## src/rtl/acq_status_pkg.sv

```systemverilog
`timescale 1ns/1ps
package acq_status_pkg;

   localparam int STAT_W  = 8;
   localparam int N_LATCH = 5;

   // latch slot order inside the sticky bank
   localparam int SLOT_OVF  = 0;
   localparam int SLOT_XINT = 1;
   localparam int SLOT_INT  = 2;
   localparam int SLOT_TRIG = 3;
   localparam int SLOT_GATE = 4;

   typedef enum logic {
      LAYOUT_COMPAT = 1'b0,
      LAYOUT_ENH    = 1'b1
   } layout_e;

   typedef struct packed {
      logic gate;
      logic trig;
      logic intr;
      logic xint;
      logic ovf;
   } latch_t;

endpackage

```

## src/rtl/acq_sticky_bit.sv

```systemverilog
`timescale 1ns/1ps
module acq_sticky_bit (
   input  logic clk,
   input  logic rst_n,
   input  logic set_i,
   input  logic clr_i,
   output logic q_o
);
   // set has priority so an event coinciding with a clear is kept
   always_ff @(posedge clk or negedge rst_n) begin
      if (!rst_n)     q_o <= 1'b0;
      else if (set_i) q_o <= 1'b1;
      else if (clr_i) q_o <= 1'b0;
   end
endmodule

```

## src/rtl/acq_edge_detect.sv

```systemverilog
`timescale 1ns/1ps
module acq_edge_detect #(
   parameter bit FALLING = 1'b0
) (
   input  logic clk,
   input  logic rst_n,
   input  logic sig_i,
   output logic pulse_o
);
   logic prev_q;

   // idle level after reset is the inactive level, so no false edge
   always_ff @(posedge clk or negedge rst_n) begin
      if (!rst_n) prev_q <= FALLING;
      else        prev_q <= sig_i;
   end

   generate
      if (FALLING) begin : g_fall
         assign pulse_o = prev_q & ~sig_i;
      end else begin : g_rise
         assign pulse_o = sig_i & ~prev_q;
      end
   endgenerate
endmodule

```

## src/rtl/acq_status_mux.sv

```systemverilog
`timescale 1ns/1ps
module acq_status_mux
   import acq_status_pkg::*;
#(
   parameter int MUX_AW = 4
) (
   input  layout_e             layout,
   input  latch_t              flags,
   input  logic                fifo_ne,
   input  logic                fifo_half,
   input  logic                pacer_fast,
   input  logic [MUX_AW-1:0]   mux_addr,
   input  logic                single_ended,
   input  logic                unipolar,
   input  logic                busy,
   output logic [STAT_W-1:0]   stat_o
);
   logic [STAT_W-1:0] enh_byte;
   logic [STAT_W-1:0] cmp_byte;

   always_comb begin
      enh_byte    = '0;
      enh_byte[0] = fifo_ne;
      enh_byte[1] = fifo_half;
      enh_byte[2] = flags.ovf;
      enh_byte[3] = flags.xint;
      enh_byte[4] = flags.intr;
      enh_byte[5] = flags.trig;
      enh_byte[6] = flags.gate;
      enh_byte[7] = pacer_fast;
   end

   always_comb begin
      cmp_byte             = '0;
      cmp_byte[MUX_AW-1:0] = mux_addr;
      cmp_byte[4]          = flags.intr;
      cmp_byte[5]          = single_ended;
      cmp_byte[6]          = unipolar;
      cmp_byte[7]          = busy;
   end

   always_comb begin
      unique case (layout)
         LAYOUT_ENH:    stat_o = enh_byte;
         default:       stat_o = cmp_byte;
      endcase
   end
endmodule

```

## src/rtl/acq_status_reg.sv

```systemverilog
`timescale 1ns/1ps
module acq_status_reg
   import acq_status_pkg::*;
#(
   parameter int N_IRQ_SRC    = 4,
   parameter int MUX_AW       = 4,
   parameter bit TRIG_FALLING = 1'b0,
   parameter bit XINT_FALLING = 1'b0
) (
   input  logic                 clk,
   input  logic                 rst_n,
   input  logic                 layout_sel,
   input  logic                 fifo_not_empty,
   input  logic                 fifo_above_half,
   input  logic                 fifo_overrun,
   input  logic [N_IRQ_SRC-1:0] irq_evt,
   input  logic                 ext_irq_in,
   input  logic                 trig_in,
   input  logic                 clr_ovf,
   input  logic                 clr_int,
   input  logic                 clr_xint,
   input  logic                 clr_trig,
   input  logic                 pacer_fast,
   input  logic [MUX_AW-1:0]    mux_addr,
   input  logic                 inputs_single_ended,
   input  logic                 input_unipolar,
   input  logic                 conv_busy,
   output logic [STAT_W-1:0]    status_o,
   output logic                 irq_req,
   output logic                 index_en
);
   generate
      if (MUX_AW != 4) begin : g_bad_aw
         $error("acq_status_reg: MUX_AW must be 4 to fill the low nibble");
      end
      if (N_IRQ_SRC < 1 || N_IRQ_SRC > 8) begin : g_bad_src
         $error("acq_status_reg: N_IRQ_SRC must be 1..8");
      end
   endgenerate

   logic               xint_evt;
   logic               trig_evt;
   logic [N_LATCH-1:0] set_vec;
   logic [N_LATCH-1:0] clr_vec;
   logic [N_LATCH-1:0] q_vec;
   latch_t             latch_q;

   acq_edge_detect #(.FALLING(XINT_FALLING)) u_xint_edge (
      .clk(clk), .rst_n(rst_n), .sig_i(ext_irq_in), .pulse_o(xint_evt));

   acq_edge_detect #(.FALLING(TRIG_FALLING)) u_trig_edge (
      .clk(clk), .rst_n(rst_n), .sig_i(trig_in), .pulse_o(trig_evt));

   always_comb begin
      set_vec            = '0;
      clr_vec            = '0;
      set_vec[SLOT_OVF]  = fifo_overrun;
      clr_vec[SLOT_OVF]  = clr_ovf;
      set_vec[SLOT_XINT] = xint_evt;
      clr_vec[SLOT_XINT] = clr_xint;
      set_vec[SLOT_INT]  = |irq_evt;
      clr_vec[SLOT_INT]  = clr_int;
      set_vec[SLOT_TRIG] = trig_evt;
      clr_vec[SLOT_TRIG] = clr_trig;
      set_vec[SLOT_GATE] = fifo_above_half;
      clr_vec[SLOT_GATE] = clr_trig;
   end

   for (genvar i = 0; i < N_LATCH; i++) begin : g_latch
      acq_sticky_bit u_bit (
         .clk(clk), .rst_n(rst_n),
         .set_i(set_vec[i]), .clr_i(clr_vec[i]), .q_o(q_vec[i]));
   end

   assign latch_q.ovf  = q_vec[SLOT_OVF];
   assign latch_q.xint = q_vec[SLOT_XINT];
   assign latch_q.intr = q_vec[SLOT_INT];
   assign latch_q.trig = q_vec[SLOT_TRIG];
   assign latch_q.gate = q_vec[SLOT_GATE];

   acq_status_mux #(.MUX_AW(MUX_AW)) u_mux (
      .layout       (layout_e'(layout_sel)),
      .flags        (latch_q),
      .fifo_ne      (fifo_not_empty),
      .fifo_half    (fifo_above_half),
      .pacer_fast   (pacer_fast),
      .mux_addr     (mux_addr),
      .single_ended (inputs_single_ended),
      .unipolar     (input_unipolar),
      .busy         (conv_busy),
      .stat_o       (status_o));

   assign irq_req  = latch_q.intr | latch_q.xint;
   assign index_en = ~latch_q.gate;
endmodule

```

## config.mk

```make
export PLATFORM = sky130hd
export DESIGN_NAME = acq_status_reg
export DESIGN_NICKNAME = d
export VERILOG_FILES = /design/src/rtl/acq_status_pkg.sv /design/src/rtl/acq_sticky_bit.sv /design/src/rtl/acq_edge_detect.sv /design/src/rtl/acq_status_mux.sv /design/src/rtl/acq_status_reg.sv
export SDC_FILE = /design/constraint.sdc
export NUM_CORES = 1
export LEC_CHECK = 0
export ABC_AREA = 0
export CORE_MARGIN = 4
export CORE_UTILIZATION = 26
export CTS_CLUSTER_SIZE = 12
export DETAILED_ROUTE_END_ITERATION = 10
export GPL_TIMING_DRIVEN = 0
export MAX_ROUTING_LAYER = met4
export PLACE_DENSITY = 0.73
export REMOVE_ABC_BUFFERS = 1
export SLEW_MARGIN = 15
export SYNTH_ARGS = -nofsm -noshare
export SYNTH_HDL_FRONTEND = slang
export SYNTH_SLANG_ARGS = --single-unit
```

## constraint.sdc

```tcl
create_clock -name clk -period 0.8 [get_ports clk]
set_clock_uncertainty 0.05 [all_clocks]
set_input_delay 0.12 -clock clk [delete_from_list [all_inputs] [get_ports clk]]
set_output_delay 0.12 -clock clk [all_outputs]
set_load 0.02 [all_outputs]
```

==> PnR_summary.wiki, run 1 <==
{| class="wikitable"
! Metric !! Value
|-
| Kind of critical path || flip-flop to output pin
|-
| Global-route wire length before repair || 1200 um
|-
| Critical path capture point type || output pin
|-
| Grt total ovfl || 0
|-
| Data arrival, critical path || 1.01 ns
|-
| Hold wc startpoint || fifo_above_half
|-
| Number of slew-limit violations in the final report || 0
|-
| Origin of the critical flop-to-flop path || g_latch[3].u_bit.q_o$_DFFE_PN0P_
|-
| Syn avg cell area || 12.3 um^2
|-
| Share of cells above drive strength 1 || 46.3%
|-
| WL final || 859 um
|-
| Number of antenna violations at the first check in global routing || 0
|-
| Area delta synth->final || 99.0%
|-
| Insertion delay to the later sink of the worst-skew pair || 0.25 ns
|-
| Synthesized instance count || 30
|-
| Max capacitance violation total || 0
|-
| Root Buffer Master || clkbuf_4
|-
| Starting utilization of the core area || 28.1%
|-
| Maximum level of the CTS H-tree || 1
|-
| Setup slack of the critical path after layout || -0.381 ns
|-
| Clock transition time at the flip-flop clock pins of the worst setup and hold paths || 0.05 ns
|-
| Filler cells || 122
|-
| Horizontal die dimension || 45.7 um
|-
| Overall global routing resource usage || 8.57%
|-
| Half-perimeter wire length of the detailed placement result || 704 um
|-
| Slew of the pin with the lowest slew margin || 0.301 ns
|-
| Status || finished with violations
|-
| Type of the worst min-delay path || input pin to flip-flop
|-
| Wirelength per Cell || 10.5 um
|-
| Data required, critical path || 0.63 ns
|-
| Die Span Y || 45.7 um
|-
| Number of DRC violations after detailed routing || 0
|-
| # diodes || 0
|-
| Count of port buffers added during placement || 33
|-
| Number of rows created at floorplan || 13
|-
| Maximum buffer depth of the clock tree || 2
|-
| Max FO, Critical Path || 2
|-
| Min Tclk post-route || 1.18 ns
|-
| Total power || 1.04 mW
|-
| Routed via count || 346
|-
| Core area || 0.00132 mm^2
|-
| First DRT Iteration DRCs || 0
|-
| Largest net degree at the start of global routing || 8
|-
| Cell area after synthesis || 370 um^2
|-
| Final net count || 92
|-
| TritonCTS clock tree || done
|-
| Synthesis-stage register bit count || 7
|-
| Utilization after layout || 55.9%
|-
| # setup viols final || 12
|-
| Syn. warnings || 0
|-
| Placer's final routability congestion estimate || 0.642
|-
| Post-detailed-route count of antenna-violating nets || 0
|-
| Number of distinct standard cells referenced by the synthesized netlist || 11
|-
| Detailed-route vias per instance || 4.22
|-
| Peak supply drop || 1100 uV
|-
| Worst setup path startpoint || g_latch[4].u_bit.q_o$_DFFE_PN0P_
|-
| RSZ-0062 raised after global routing || yes
|-
| Place WS || -1.12 ns
|-
| Portion of the clock cycle consumed by the worst path in the final layout || 148%
|-
| DR pass1 iterations || 1
|-
| Violated checks || setup timing
|-
| Number of endpoints with negative hold slack in the final report || 0
|-
| Worst-case headroom to the max-slew limit || 79.9%
|-
| TritonCTS buffer count || 3
|-
| Number of global-route vias before repair || 305
|-
| Fin Setup TNS || -2.36 ns
|-
| Num ports || 34
|-
| WHS || 0.0284 ns
|-
| Power density over the cells || 1410 mW/mm^2
|-
| Part of the Yosys area used for sequential elements || 47.3%
|-
| Peak clock frequency supported by timing || 0.847 GHz
|-
| Die ar. || 0.00209 mm^2
|-
| CP Launch Type || flip-flop
|-
| Clock sinks || 7
|-
| Leakage || 0.380 nW
|}
==> path summary, 6_finish.rpt <==
| kind | end | slack (ns) | depth (start not counted) |
|---|---|---|---|
| max | status_o[6] | -0.38 | 2 |
| min | g_latch[4].u_bit.q_o$_DFFE_PN0P_ | 0.03 | 2 |
| max reg2reg | g_latch[3].u_bit.q_o$_DFFE_PN0P_ | -0.04 | 2 |
| min reg2reg | g_latch[1].u_bit.q_o$_DFFE_PN0P_ | 0.37 | 1 |
| max in group asynchronous | u_trig_edge.prev_q$_DFF_PN0_ | 0.39 | 1 |
| min in group asynchronous | g_latch[0].u_bit.q_o$_DFFE_PN0P_ | 0.07 | 1 |
==> cells in the mapped netlist <==
cell     count  area share (%)
buf_4        1             2.0
a21o_1       2             4.1
buf_6        1             3.0
mux2_4       7              28
inv_1        7             7.1
o21ai_0      1             1.4
dfrtp_1      7              47
a22o_1       1             2.4
nor4_1       1             1.7
o22ai_1      1             1.7
nand2_1      1             1.0
==> sequential cells by signal, indices dropped and copies added, names as in the netlist <==
name                flops
g_latch.u_bit.q_o       5
u_trig_edge.prev_q      1
u_xint_edge.prev_q      1
==> cell type report <==
| class | instances | area (um^2) | area share, % |
|---|---|---|---|
| timing repair buffer | 35 | 334 | 45.3 |
| sequential | 7 | 175 | 23.8 |
| multi-input combinational | 14 | 156 | 21.2 |
| clock buffer | 4 | 26.3 | 3.57 |
| inverter | 7 | 26.3 | 3.57 |
| tap | 15 | 18.8 | 2.55 |
==> worst max-delay path, stage by stage (launching register included) <==
cell     delay [ns]
dfrtp_1        0.37
mux2_4         0.26
buf_6          0.13
==> metal layers <==
metal | global-route usage [%] | share of wire, % | up-vias
met5 | - | 0 | -
met1 | 7.97 | 39 | 147
met4 | 1.70 | 0 | 0
met3 | 6.72 | 20 | 0
li1 | - | - | 172
met2 | 13.9 | 42 | 27
==> timing repair <==
| item | 4_1_cts | 5_1_grt |
|---|---|---|
| pin swaps | 0 | 1 |
| gates cloned | 0 | 0 |
| gates resized for setup | 88 | 2 |
| hold buffers | 0 | 0 |
| buffers inserted | 2 | 0 |
| setup endpoints to repair | 11 | 13 |
==> power breakdown <==
group	internal, mW	leakage, nW	switching [mW]
Combinational	0.219	0.287	0.119
Sequential	0.376	0.0781	0.00910
Clock	0.190	0.0150	0.124
==> cell families (layout without fill, tap and decap cells) <==
logic type             count (synthesis)  count (layout)  share of synthesized area (%)
buffers and inverters                  9              46                           12.2
muxes                                  7               7                           28.4
AOI/OAI and AO/OA                      5               5                           9.46
DFF                                    7               7                           47.3
and+or+nand+nor                        2               2                           2.70
==> layout by cell type (no fill, tap or decap) <==
cell type and instances:
inv_2 1, a21o_1 2, nor4_2 1, a22o_1 1
dfrtp_1 7, clkbuf_4 3, buf_6 9, o22ai_1 1
mux2_4 7, clkdlybuf4s50_1 15, inv_1 6, nand2_1 1
buf_4 2, clkbuf_1 1, dlymetal6s2s_1 1, buf_2 7
o21ai_1 1, buf_12 1
==> stage by stage <==
step | instances | instance area, um^2
2_1_floorplan | 28 | 352
3_3_place_gp | 76 | 701
3_5_place_dp | 76 | 701
4_1_cts | 82 | 728
5_1_grt | 82 | 737
6_report | 82 | 737
Note: power is estimated with default switching activity, not from simulation.
==> run 2: changes to the inputs <==
CORE_UTILIZATION = 27   (was 26)
SYNTH_HIERARCHICAL = 1   (was unset)
clock period = 1 ns   (was 0.8 ns; I/O delays follow)
==> PnR_summary.wiki, run 2 <==
{| class="wikitable"
! Metric !! Value
|-
| Number of rows created at floorplan || 13 (unchanged)
|-
| Num ports || 34 (unchanged)
|-
| Number of slew-limit violations in the final report || 0 (unchanged)
|-
| Data arrival, critical path || 1.03 ns (+0.02 ns)
|-
| TritonCTS buffer count || 3 (unchanged)
|-
| Starting utilization of the core area || 29.7% (+1.5 points)
|-
| Critical path capture point type || output pin
|-
| Syn. warnings || 6 (+6)
|-
| Max capacitance violation total || 0 (unchanged)
|-
| Placer's final routability congestion estimate || 0.636 (-0.94%)
|-
| Routed via count || 350 (+1.2%)
|-
| Synthesized instance count || 31 (+3.3%)
|-
| Worst-case headroom to the max-slew limit || 78.6% (-1.3 points)
|-
| Post-detailed-route count of antenna-violating nets || 0 (unchanged)
|-
| Final net count || 93 (+1.1%)
|-
| RSZ-0062 raised after global routing || yes
|-
| TritonCTS clock tree || done
|-
| # setup viols final || 10 (-2)
|-
| Clock transition time at the flip-flop clock pins of the worst setup and hold paths || 0.05 ns (about the same)
|-
| Filler cells || 126 (+3.3%)
|-
| Half-perimeter wire length of the detailed placement result || 868 um (+23%)
|-
| Post-synth EDFFs || 0 (unchanged)
|-
| Cell area after synthesis || 400 um^2 (+8.1%)
|-
| Data required, critical path || 0.80 ns (+0.17 ns)
|-
| Most common cell after layout, fill and taps aside || clkdlybuf4s50_1
|-
| Slew of the pin with the lowest slew margin || 0.320 ns (+0.0195 ns)
|-
| Library cell occupying the most area in the post-synthesis netlist || dfrtp_1
|-
| Die Span Y || 46.5 um (+1.7%)
|-
| Place WS || -0.989 ns (+0.135 ns)
|-
| Global-route wire length before repair || 1430 um (+19%)
|-
| Violated checks || setup timing
|-
| Clock sinks || 7 (unchanged)
|-
| Number of distinct standard cells referenced by the synthesized netlist || 9 (-2)
|-
| Largest reg by FF count || g_latch.u_bit/q_o
|-
| Overall global routing resource usage || 10.5% (+1.9 points)
|-
| Top Registers || g_latch.u_bit/q_o (5), u_trig_edge/prev_q (1), u_xint_edge/prev_q (1)
|-
| First DRT Iteration DRCs || 0 (unchanged)
|-
| Kind of critical path || flip-flop to output pin
|-
| Number of standard cells in the layout, taps in and fillers out || 83 (+1.2%)
|-
| Synthesis-stage register bit count || 7 (unchanged)
|-
| Peak clock frequency supported by timing || 0.811 GHz
|-
| Type of the worst min-delay path || input pin to asynchronous set/reset pin
|-
| Asr flop ratio synth || 100% (unchanged)
|-
| Number of endpoints with negative hold slack in the final report || 0 (unchanged)
|-
| Leakage || 0.399 nW (+5.0%)
|-
| Count of port buffers added during placement || 33 (unchanged)
|-
| Commonest register cell after synthesis || dfrtp_1
|-
| Post-synth top cells || dfrtp_1 (7), mux2_4 (7), inv_1 (6)
|-
| Largest net degree at the start of global routing || 8 (unchanged)
|-
| Number of DRC violations after detailed routing || 0 (unchanged)
|-
| Insertion delay to the later sink of the worst-skew pair || 0.25 ns (about the same)
|-
| Share of cells above drive strength 1 || 39.7% (-6.6 points)
|-
| Logic gate share of total power || 32.2% (-0.4 points)
|-
| Max FFs per register || 5 (unchanged)
|-
| Die ar. || 0.00216 mm^2 (+3.4%)
|-
| Maximum buffer depth of the clock tree || 2 (unchanged)
|-
| Commonest cells after routing, fill and taps aside || clkdlybuf4s50_1 (13), buf_6 (10), dlygate4sd2_1 (9), dfrtp_1 (7), mux2_4 (7)
|-
| Inst Count DP || 77 (+1.3%)
|-
| Number of antenna violations at the first check in global routing || 0 (unchanged)
|-
| Syn avg cell area || 12.9 um^2 (+4.6%)
|-
| Power density over the cells || 1080 mW/mm^2 (-24%)
|-
| Max FO, Critical Path || 3 (+1)
|-
| CP Launch Type || flip-flop
|-
| Min Tclk post-route || 1.23 ns
|-
| WL final || 1030 um (+20%)
|-
| Root Buffer Master || clkbuf_4
|-
| Status || finished with violations
|-
| Grt total ovfl || 0 (unchanged)
|-
| Portion of the clock cycle consumed by the worst path in the final layout || 123%
|-
| DR pass1 iterations || 1 (unchanged)
|-
| Fin Setup TNS || -1.57 ns (+0.789 ns)
|-
| Horizontal die dimension || 46.5 um (+1.7%)
|-
| Dominant cells by area after synthesis || dfrtp_1 (44%), mux2_4 (26%), a21o_1 (9.4%)
|-
| Total power || 835 uW (-20%)
|-
| Depth of the worst register-to-register path || 2 (unchanged)
|-
| Number of global-route vias before repair || 340 (+11%)
|-
| Part of the Yosys area used for sequential elements || 43.8% (-3.5 points)
|-
| Internal power component || 628 uW (-20%)
|-
| Area share of the largest cell type after synthesis || 43.8% (-3.5 points)
|-
| Wirelength per Cell || 12.4 um (+18%)
|-
| Core area || 0.00135 mm^2 (+2.5%)
|-
| Relative contribution of the clock network to total power || 30.3% (about the same)
|-
| Maximum level of the CTS H-tree || 1 (unchanged)
|-
| Area delta synth->final || 93.8%
|-
| Detailed-route vias per instance || 4.22 (about the same)
|-
| Peak supply drop || 494 uV (-55%)
|-
| Setup slack of the critical path after layout || -0.233 ns (+0.148 ns)
|-
| # diodes || 0 (unchanged)
|-
| Reg power frac || 37.4% (+0.3 points)
|-
| Sw Ratio || 24.7% (+0.36 points)
|-
| Reported net switching power || 206 uW (-18%)
|}
[run 2: power groups by stage]
stage / combinational (mW) / sequential (mW) / clock (mW)
floorplan: 0.103 / 0.316 / 0
global placement: 0.261 / 0.317 / 0
detailed placement: 0.266 / 0.317 / 0
CTS: 0.264 / 0.313 / 0.272
global route: 0.286 / 0.314 / 0.293
finish: 0.269 / 0.313 / 0.253
[run 2: cell families (layout without fill, tap and decap cells)]
group / Yosys count / after routing / synth area share [%]
buffers and inverters: 8 / 45 / 10.3
muxes: 7 / 7 / 26.2
and+or+nand+nor: 4 / 4 / 10.3
DFF: 7 / 7 / 43.8
AOI/OAI and AO/OA: 5 / 5 / 9.38
[run 2: timing repair]
| item | in CTS | in global routing |
|---|---|---|
| pin swaps | 2 | 0 |
| hold buffers | 0 | 0 |
| setup endpoints to repair | 11 | 10 |
| gates resized for setup | 72 | 3 |
| endpoints found under the hold margin | 0 | 0 |
| setup buffers | 0 | 2 |
[run 2: cell type report]
type,instances,area [um^2],area share [%]
repair buffers,35,344,44.4
multi-input cells,16,186,24.0
flip-flops and latches,7,175,22.6
clock buffers,4,26.3,3.39
inverters,6,25.0,3.23
well taps,15,18.8,2.42
[run 2: routing by layer]
metal | up-vias | global-route usage, % | wire length (um)
met5 | - | - | 0
met4 | 0 | 6.82 | 0
met3 | 0 | 5.47 | 169
met2 | 21 | 19.8 | 569
met1 | 154 | 7.01 | 289
li1 | 175 | - | -
[run 2: worst max-delay path, stage by stage, from the launching register on]
cell	delay, ns
dfrtp_1	0.39
mux2_4	0.27
buf_6	0.13
[run 2: metrics by stage]
stage	util, %	hold slack [ns]	cell area (um^2)
2_1_floorplan	-	-0.196	382
3_3_place_gp	54.1	0.385	731
3_5_place_dp	54.1	0.394	731
4_1_cts	55.9	0.117	754
5_1_grt	57.5	0.121	776
6_report	57.5	0.113	776
[run 2: path summary, 6_finish.rpt]
kind	start	end	slack, ns
min in group clk	fifo_above_half	g_latch[4].u_bit/q_o$_DFFE_PN0P_	0.20
max	g_latch[1].u_bit/q_o$_DFFE_PN0P_	status_o[3]	-0.23
min	rst_n	g_latch[0].u_bit/q_o$_DFFE_PN0P_	0.11
max in group asynchronous	rst_n	u_trig_edge/prev_q$_DFF_PN0_	0.55
max reg2reg	g_latch[2].u_bit/q_o$_DFFE_PN0P_	g_latch[2].u_bit/q_o$_DFFE_PN0P_	0.14
min reg2reg	g_latch[3].u_bit/q_o$_DFFE_PN0P_	g_latch[3].u_bit/q_o$_DFFE_PN0P_	0.43
